===== src/rtl/i2c_mon_pkg.sv =====
package i2c_mon_pkg;

   // Single-cycle condition pulses produced by the classifier
   typedef struct packed {
      logic start;
      logic rstart;
      logic stop;
      logic wake;
   } i2c_cond_t;

   localparam int unsigned LINE_SCL = 0;
   localparam int unsigned LINE_SDA = 1;
   localparam int unsigned NUM_LINES = 2;

endpackage


===== src/rtl/i2c_mon_sync.sv =====
module i2c_mon_sync #(
   parameter int unsigned STAGES  = 2,
   parameter logic        RST_VAL = 1'b1
) (
   input  logic clk_i,
   input  logic rst_ni,
   input  logic d_i,
   output logic q_o
);

   if (STAGES < 2) begin : g_bad_stages
      $error("i2c_mon_sync: STAGES must be at least 2");
   end

   logic [STAGES-1:0] chain_q;

   always_ff @(posedge clk_i or negedge rst_ni) begin
      if (!rst_ni) begin
         chain_q <= {STAGES{RST_VAL}};
      end else begin
         chain_q <= {chain_q[STAGES-2:0], d_i};
      end
   end

   assign q_o = chain_q[STAGES-1];

endmodule


===== src/rtl/i2c_mon_cond.sv =====
module i2c_mon_cond
   import i2c_mon_pkg::*;
#(
   parameter int unsigned STABLE_SAMPLES = 2,
   parameter int unsigned IDLE_TIMEOUT   = 2000
) (
   input  logic      clk_i,
   input  logic      rst_ni,
   input  logic      scl_s_i,
   input  logic      sda_s_i,
   output logic      start_det_o,
   output logic      stop_det_o,
   output logic      scl_rise_o,
   output i2c_cond_t cond_o,
   output logic      busy_o,
   output logic      ready_o
);

   localparam int unsigned CW = $clog2(STABLE_SAMPLES + 1);

   if (STABLE_SAMPLES < 1) begin : g_bad_stable
      $error("i2c_mon_cond: STABLE_SAMPLES must be at least 1");
   end

   logic          scl_d, sda_d;
   logic [CW-1:0] hi_cnt;
   logic          scl_qual;
   logic          idle_hit;

   always_ff @(posedge clk_i or negedge rst_ni) begin
      if (!rst_ni) begin
         scl_d  <= 1'b1;
         sda_d  <= 1'b1;
         hi_cnt <= '0;
      end else begin
         scl_d <= scl_s_i;
         sda_d <= sda_s_i;
         if (!scl_s_i) begin
            hi_cnt <= '0;
         end else if (hi_cnt < CW'(STABLE_SAMPLES)) begin
            hi_cnt <= hi_cnt + 1'b1;
         end
      end
   end

   // SCL counts as high only after enough earlier high samples
   assign scl_qual    = scl_s_i && (hi_cnt >= CW'(STABLE_SAMPLES));
   assign start_det_o = scl_qual && sda_d && !sda_s_i;
   assign stop_det_o  = scl_qual && !sda_d && sda_s_i;
   assign scl_rise_o  = scl_s_i && !scl_d;

   if (IDLE_TIMEOUT > 0) begin : g_idle
      localparam int unsigned TW = $clog2(IDLE_TIMEOUT + 1);
      logic [TW-1:0] idle_cnt;
      logic          both_high;
      assign both_high = scl_s_i && sda_s_i;
      always_ff @(posedge clk_i or negedge rst_ni) begin
         if (!rst_ni) begin
            idle_cnt <= '0;
         end else if (!both_high) begin
            idle_cnt <= '0;
         end else if (idle_cnt < TW'(IDLE_TIMEOUT)) begin
            idle_cnt <= idle_cnt + 1'b1;
         end
      end
      assign idle_hit = both_high && (idle_cnt == TW'(IDLE_TIMEOUT - 1));
   end else begin : g_no_idle
      assign idle_hit = 1'b0;
   end

   always_ff @(posedge clk_i or negedge rst_ni) begin
      if (!rst_ni) begin
         busy_o  <= 1'b0;
         ready_o <= 1'b0;
         cond_o  <= '0;
      end else begin
         cond_o.start  <= start_det_o && !busy_o;
         cond_o.rstart <= start_det_o && busy_o;
         cond_o.stop   <= stop_det_o;
         cond_o.wake   <= start_det_o;
         if (start_det_o) begin
            busy_o  <= 1'b1;
            ready_o <= 1'b0;
         end else if (stop_det_o || idle_hit) begin
            busy_o  <= 1'b0;
            ready_o <= 1'b1;
         end
      end
   end


   start_sets_busy_chk: assert property (@(posedge clk_i) disable iff (!rst_ni)
      cond_o.start |-> (busy_o && !ready_o));

   rstart_prior_busy_chk: assert property (@(posedge clk_i) disable iff (!rst_ni)
      cond_o.rstart |-> $past(busy_o));

   stop_releases_chk: assert property (@(posedge clk_i) disable iff (!rst_ni)
      cond_o.stop |-> (!busy_o && ready_o));

   one_cond_chk: assert property (@(posedge clk_i) disable iff (!rst_ni)
      $onehot0({cond_o.start, cond_o.rstart, cond_o.stop}));

   wake_on_start_chk: assert property (@(posedge clk_i) disable iff (!rst_ni)
      cond_o.wake |-> (cond_o.start || cond_o.rstart));

endmodule


===== src/rtl/i2c_mon_capture.sv =====
module i2c_mon_capture #(
   parameter int unsigned ADDR_BITS = 8
) (
   input  logic                 clk_i,
   input  logic                 rst_ni,
   input  logic                 start_det_i,
   input  logic                 stop_det_i,
   input  logic                 scl_rise_i,
   input  logic                 sda_s_i,
   output logic [ADDR_BITS-1:0] addr_o,
   output logic                 addr_vld_o
);

   localparam int unsigned BW = $clog2(ADDR_BITS + 1);

   if (ADDR_BITS < 2) begin : g_bad_bits
      $error("i2c_mon_capture: ADDR_BITS must be at least 2");
   end

   logic [BW-1:0]        bit_cnt;
   logic                 active;
   logic [ADDR_BITS-2:0] shift_q;

   always_ff @(posedge clk_i or negedge rst_ni) begin
      if (!rst_ni) begin
         bit_cnt    <= '0;
         active     <= 1'b0;
         shift_q    <= '0;
         addr_o     <= '0;
         addr_vld_o <= 1'b0;
      end else begin
         addr_vld_o <= 1'b0;
         if (start_det_i) begin
            bit_cnt <= '0;
            active  <= 1'b1;
         end else if (stop_det_i) begin
            active <= 1'b0;
         end else if (scl_rise_i && active) begin
            shift_q <= {shift_q[ADDR_BITS-3:0], sda_s_i};
            bit_cnt <= bit_cnt + 1'b1;
            if (bit_cnt == BW'(ADDR_BITS - 1)) begin
               active     <= 1'b0;
               addr_o     <= {shift_q, sda_s_i};
               addr_vld_o <= 1'b1;
            end
         end
      end
   end


   vld_single_chk: assert property (@(posedge clk_i) disable iff (!rst_ni)
      addr_vld_o |=> !addr_vld_o);

endmodule


===== src/rtl/i2c_cond_mon.sv =====
module i2c_cond_mon
   import i2c_mon_pkg::*;
#(
   parameter int unsigned SYNC_STAGES    = 2,
   parameter int unsigned STABLE_SAMPLES = 2,
   parameter int unsigned IDLE_TIMEOUT   = 2000,
   parameter int unsigned ADDR_BITS      = 8
) (
   input  logic                 clk_i,
   input  logic                 rst_ni,
   input  logic                 scl_i,
   input  logic                 sda_i,
   output logic                 start_o,
   output logic                 rstart_o,
   output logic                 stop_o,
   output logic                 wake_o,
   output logic                 busy_o,
   output logic                 ready_o,
   output logic [ADDR_BITS-1:0] addr_o,
   output logic                 addr_vld_o
);

   logic [NUM_LINES-1:0] raw_lines, sync_lines;
   logic                 start_det, stop_det, scl_rise;
   i2c_cond_t            cond;

   assign raw_lines[LINE_SCL] = scl_i;
   assign raw_lines[LINE_SDA] = sda_i;

   for (genvar li = 0; li < NUM_LINES; li++) begin : g_sync
      i2c_mon_sync #(.STAGES(SYNC_STAGES), .RST_VAL(1'b1)) sync_i (
         .clk_i (clk_i),
         .rst_ni(rst_ni),
         .d_i   (raw_lines[li]),
         .q_o   (sync_lines[li])
      );
   end

   i2c_mon_cond #(.STABLE_SAMPLES(STABLE_SAMPLES), .IDLE_TIMEOUT(IDLE_TIMEOUT)) cond_i (
      .clk_i      (clk_i),
      .rst_ni     (rst_ni),
      .scl_s_i    (sync_lines[LINE_SCL]),
      .sda_s_i    (sync_lines[LINE_SDA]),
      .start_det_o(start_det),
      .stop_det_o (stop_det),
      .scl_rise_o (scl_rise),
      .cond_o     (cond),
      .busy_o     (busy_o),
      .ready_o    (ready_o)
   );

   i2c_mon_capture #(.ADDR_BITS(ADDR_BITS)) cap_i (
      .clk_i      (clk_i),
      .rst_ni     (rst_ni),
      .start_det_i(start_det),
      .stop_det_i (stop_det),
      .scl_rise_i (scl_rise),
      .sda_s_i    (sync_lines[LINE_SDA]),
      .addr_o     (addr_o),
      .addr_vld_o (addr_vld_o)
   );

   assign start_o  = cond.start;
   assign rstart_o = cond.rstart;
   assign stop_o   = cond.stop;
   assign wake_o   = cond.wake;


   busy_ready_excl_chk: assert property (@(posedge clk_i) disable iff (!rst_ni)
      !(busy_o && ready_o));

endmodule


===== config.mk =====
export PLATFORM = sky130hd
export DESIGN_NAME = i2c_cond_mon
export DESIGN_NICKNAME = d
export VERILOG_FILES = /design/src/rtl/i2c_mon_pkg.sv /design/src/rtl/i2c_mon_sync.sv /design/src/rtl/i2c_mon_cond.sv /design/src/rtl/i2c_mon_capture.sv /design/src/rtl/i2c_cond_mon.sv
export SDC_FILE = /design/constraint.sdc
export NUM_CORES = 1
export LEC_CHECK = 0
export ABC_AREA = 1
export BUFFER_PORTS_ARGS = -buffer_cell sky130_fd_sc_hd__buf_4
export CAP_MARGIN = 15
export CORE_MARGIN = 4
export CORE_UTILIZATION = 50
export CTS_BUF_LIST = sky130_fd_sc_hd__clkbuf_8
export DETAILED_ROUTE_END_ITERATION = 10
export HOLD_SLACK_MARGIN = 0.1
export PLACE_DENSITY = 0.72
export SLEW_MARGIN = 5
export SYNTH_ARGS = -nofsm -noshare
export SYNTH_HDL_FRONTEND = slang
export SYNTH_HIERARCHICAL = 1
export SYNTH_SLANG_ARGS = --single-unit

===== constraint.sdc =====
create_clock -name clk_i -period 1.9 [get_ports clk_i]
set_input_delay 0.38 -clock clk_i [delete_from_list [all_inputs] [get_ports clk_i]]
set_output_delay 0.38 -clock clk_i [all_outputs]
set_load 0.03 [all_outputs]

==> run_results.csv <==
group,metric,value,unit
outcome,status,"complete, no violations",
drt,antenna_left,0,
power_and_ir_drop,p_seq_frac,0.537,
timing,finalHoldViolCount,0,
placed_design,place.gp.congestion,0.9015,
final_layout,synthToLayoutAreaGrowth,14.33,%
critical_path,path_class,"reg2reg",
clock_network,cts-buffers-inserted,5,
clock_network,tritoncts,"built",
clock_network,post_cts_buffers,0,
timing,fin_skew,7.542,ps
floorplan,die_area,0.005213,mm^2
timing,finalCriticalPeriod,1687,ps
logic_synthesis,yosys_warnings,6,
floorplan,core_area,0.004000,mm^2
power_and_ir_drop,vdd_drop_max,0.0005181,V
logic_synthesis,ys_seq_area_frac,0.5622,
power_and_ir_drop,power.leakage,1.271,nW
drt,vias_per_cell,4.730,
critical_path,critPathCapture,"cap_i/bit_cnt[0]$_DFFE_PN0P_",
timing,setup_viol,0,
floorplan,pin_count,19,
clock_network,clk_path_buf_depth,2,
power_and_ir_drop,powerDensity,996.4,mW/mm^2
clock_network,cts_root_buf,"clkbuf_8",
final_layout,drive_above_1_share,0.2226,
logic_synthesis,synth.distinct_cells,24,
timing,setup_tns,0,ps
floorplan,rows,23,
drt,wl,3432,um
critical_path,reg2reg_slack,210,ps
timing,worst_pin_slew,563.2,ps
critical_path,reg2reg_depth,11,
critical_path,cp-startpoint,"cond_i/hi_cnt[0]$_DFFE_PN0P_",
final_layout,fillers,368,
clock_network,htreeDepth,2,
logic_synthesis,syn-num-nets,245,
run,drv_cap,0,
power_and_ir_drop,comb_power_share,0.213,
timing,holdWs,185.1,ps
critical_path,reg2reg_from,"cond_i/hi_cnt[0]$_DFFE_PN0P_",
logic_synthesis,syn_inst,238,
global_route,grt_max_degree,47,
placed_design,hpwl,2475,um
logic_synthesis,synth-seq-cells,46,
clock_network,clk_latency,300,ps
final_layout,layout.cells.non_filler,315,
placed_design,place_area,0.002251,mm^2
clock_network,path_clk_slew,80,ps
drt,drt_first_pass_iters,4,
critical_path,cp_common_cell,"inv_1",
placed_design,portBuffers,18,
final_layout,multiInputGateArea,749.5,um^2
global_route,grt_pass1_vias,1322,
final_layout,fin_area,0.002356,mm^2
critical_path,regToRegEndpoint,"cap_i/bit_cnt[0]$_DFFE_PN0P_",
drt,drt-initial-drc-count,128,
power_and_ir_drop,p_int,1.588,mW
power_and_ir_drop,switching_share,0.3235,
timing,slew_headroom,0.6245,
timing,fin_crit_sh,0.8880,
timing,rsz0062_at_grt,"no",
drt,drc,0,
global_route,grt_usage,0.1503,
drt,wl_per_cell,10.90,um
power_and_ir_drop,p_total,2.347,mW
final_layout,ff_latch_area,0.001159,mm^2
power_and_ir_drop,clkPwrFrac,0.250,
global_route,grt_pass1_wl,6072,um
floorplan,die_h,72.20,um
drt,vias,1490,
critical_path,cp-end-kind,"flop",
placed_design,dpl.cell_count,306,
critical_path,crit_slowest_cell,"dfrtp_1",
critical_path,required,2130,ps
min_path,min_path_type,"in2reg",
critical_path,worstSetupStartpointType,"flop",
critical_path,cp_max_fo,9,
logic_synthesis,synth_area,0.002061,mm^2
floorplan,start_util,0.5152,
floorplan,fp.dieW,72.20,um
critical_path,slowest_delay,370,ps
critical_path,path_cells,"inv_1, ha_1, or2_1, nand3_1, inv_1, inv_2, nand2_1, nor2_4, buf_4, nor2_2, a21oi_2",
global_route,antenna_found_initial,0,
global_route,gr-total-overflow,0,
timing,fmax,592.7,MHz
logic_synthesis,avgSynthCellArea,8.659,um^2
final_layout,nNetsFinal,271,
power_and_ir_drop,switchingPower,0.7595,mW
clock_network,cts_num_sinks,46,
timing,slew_violations,0,
critical_path,crit_arrival,1920,ps
final_layout,n_antenna_cell,0,
-- layer usage --
| metal | vias to the layer above | wire length (um) | global-route usage |
|---|---|---|---|
| li1 | 787 | - | - |
| met4 | 0 | 38 | 0.05010 |
| met2 | 30 | 1485 | 0.2174 |
| met1 | 669 | 1714 | 0.2147 |
| met5 | - | 0 | 0 |
| met3 | 4 | 192 | 0.04709 |
-- cells by family (layout without fill, tap and decap cells) --
| family | after synthesis | in the layout | share of synthesized area |
|---|---|---|---|
| simple gates | 135 | 135 | 0.2999 |
| flops | 46 | 46 | 0.5622 |
| buf+inv | 37 | 64 | 0.07650 |
| compound gates | 17 | 17 | 0.04311 |
| fa+ha+maj | 3 | 3 | 0.01822 |
-- flip-flops by register name, summed over array words and instances (netlist names), 2 cells and up --
register / cells
cap_i/addr_o: 8
cond_i/g_idle.idle_cnt: 11
g_sync.sync_i/chain_q: 4
cond_i/cond_o: 4
cap_i/bit_cnt: 4
cap_i/shift_q: 7
cond_i/hi_cnt: 2
-- power by group through the flow --
stage | Sequential, mW | Combinational [mW] | Clock (mW)
global placement | 1.27 | 0.489 | 0
floorplan | 1.33 | 0.281 | 0
detailed placement | 1.28 | 0.500 | 0
CTS | 1.26 | 0.504 | 0.610
finish | 1.26 | 0.499 | 0.587
global route | 1.29 | 0.563 | 0.658
-- per-stage QoR --
| stage | util | setup slack, ps |
|---|---|---|
| CTS | 0.5877 | 180.7 |
| global placement | 0.5627 | 234.9 |
| detailed placement | 0.5627 | 202.5 |
| floorplan | - | 311.2 |
| finish | 0.5890 | 212.8 |
| global route | 0.5890 | 11.82 |
-- placed cells by master (no fill, tap or decap), types with 4 or more instances in the layout --
master	count
dfrtp_1	40
o21ai_0	5
nor2_1	23
dfstp_2	6
a21oi_1	7
clkbuf_8	5
nand2_1	76
nand3_1	18
inv_1	22
nor2_2	4
o21ai_1	4
buf_4	21
inv_2	9
-- repair_timing --
action / 4_1_cts / 5_1_grt
endpoints found under the hold margin: 40 / 0
gates resized for setup: 0 / 1
hold buffers: 1 / 0
endpoints found under the setup margin: 0 / 1
-- how the worst min path moves through the flow --
stage	startpoint	endpoint	slack, ps	depth (start not counted)
after detailed placement	g_sync[0].sync_i/chain_q[0]$_DFF_PN1_	g_sync[0].sync_i/chain_q[1]$_DFF_PN1_	350	0
final	scl_i	g_sync[0].sync_i/chain_q[0]$_DFF_PN1_	190	1
after global routing	sda_i	g_sync[1].sync_i/chain_q[0]$_DFF_PN1_	160	1
after floorplan	rst_ni	cap_i/active$_DFFE_PN0P_	80	0
after CTS	scl_i	g_sync[0].sync_i/chain_q[0]$_DFF_PN1_	170	1
after global placement	g_sync[1].sync_i/chain_q[0]$_DFF_PN1_	g_sync[1].sync_i/chain_q[1]$_DFF_PN1_	350	0
-- final cells by class --
type,count,share of cell area
clock buffer,5,0.02921
clock inverter,3,0.009028
inverter,34,0.05417
multi-input combinational,155,0.3181
sequential,46,0.4918
tap,50,0.02655
timing repair buffer,22,0.07116
-- synthesized netlist by cell type --
master / instances / share of area
nand2_1: 76 / 0.14
dfrtp_1: 40 / 0.49
nor2_1: 23 / 0.042
inv_1: 22 / 0.040
nand3_1: 18 / 0.044
inv_2: 9 / 0.016
a21oi_1: 7 / 0.017
dfstp_2: 6 / 0.077
nor2_2: 5 / 0.015
o21ai_0: 5 / 0.012
o21ai_1: 4 / 0.0097
clkinv_1: 3 / 0.0055
ha_1: 3 / 0.018
nand2_2: 3 / 0.0091
nand4_1: 3 / 0.0091
buf_6: 2 / 0.011
nand2_4: 2 / 0.011
a21oi_2: 1 / 0.0043
buf_4: 1 / 0.0036
nand3_2: 1 / 0.0049
nand3_4: 1 / 0.0085
nor2_4: 1 / 0.0055
nor2_8: 1 / 0.0097
or2_1: 1 / 0.0030
-- critical path, delay by kind of cell, from the launching register on --
family / cells / cell delay [ps]
and+or+nand+nor: 5 / 580
AOI/OAI and AO/OA: 1 / 90
DFF: 1 / 370
buffers and inverters: 4 / 400
adders and majority gates: 1 / 180
(Power assumes the default switching activity.)
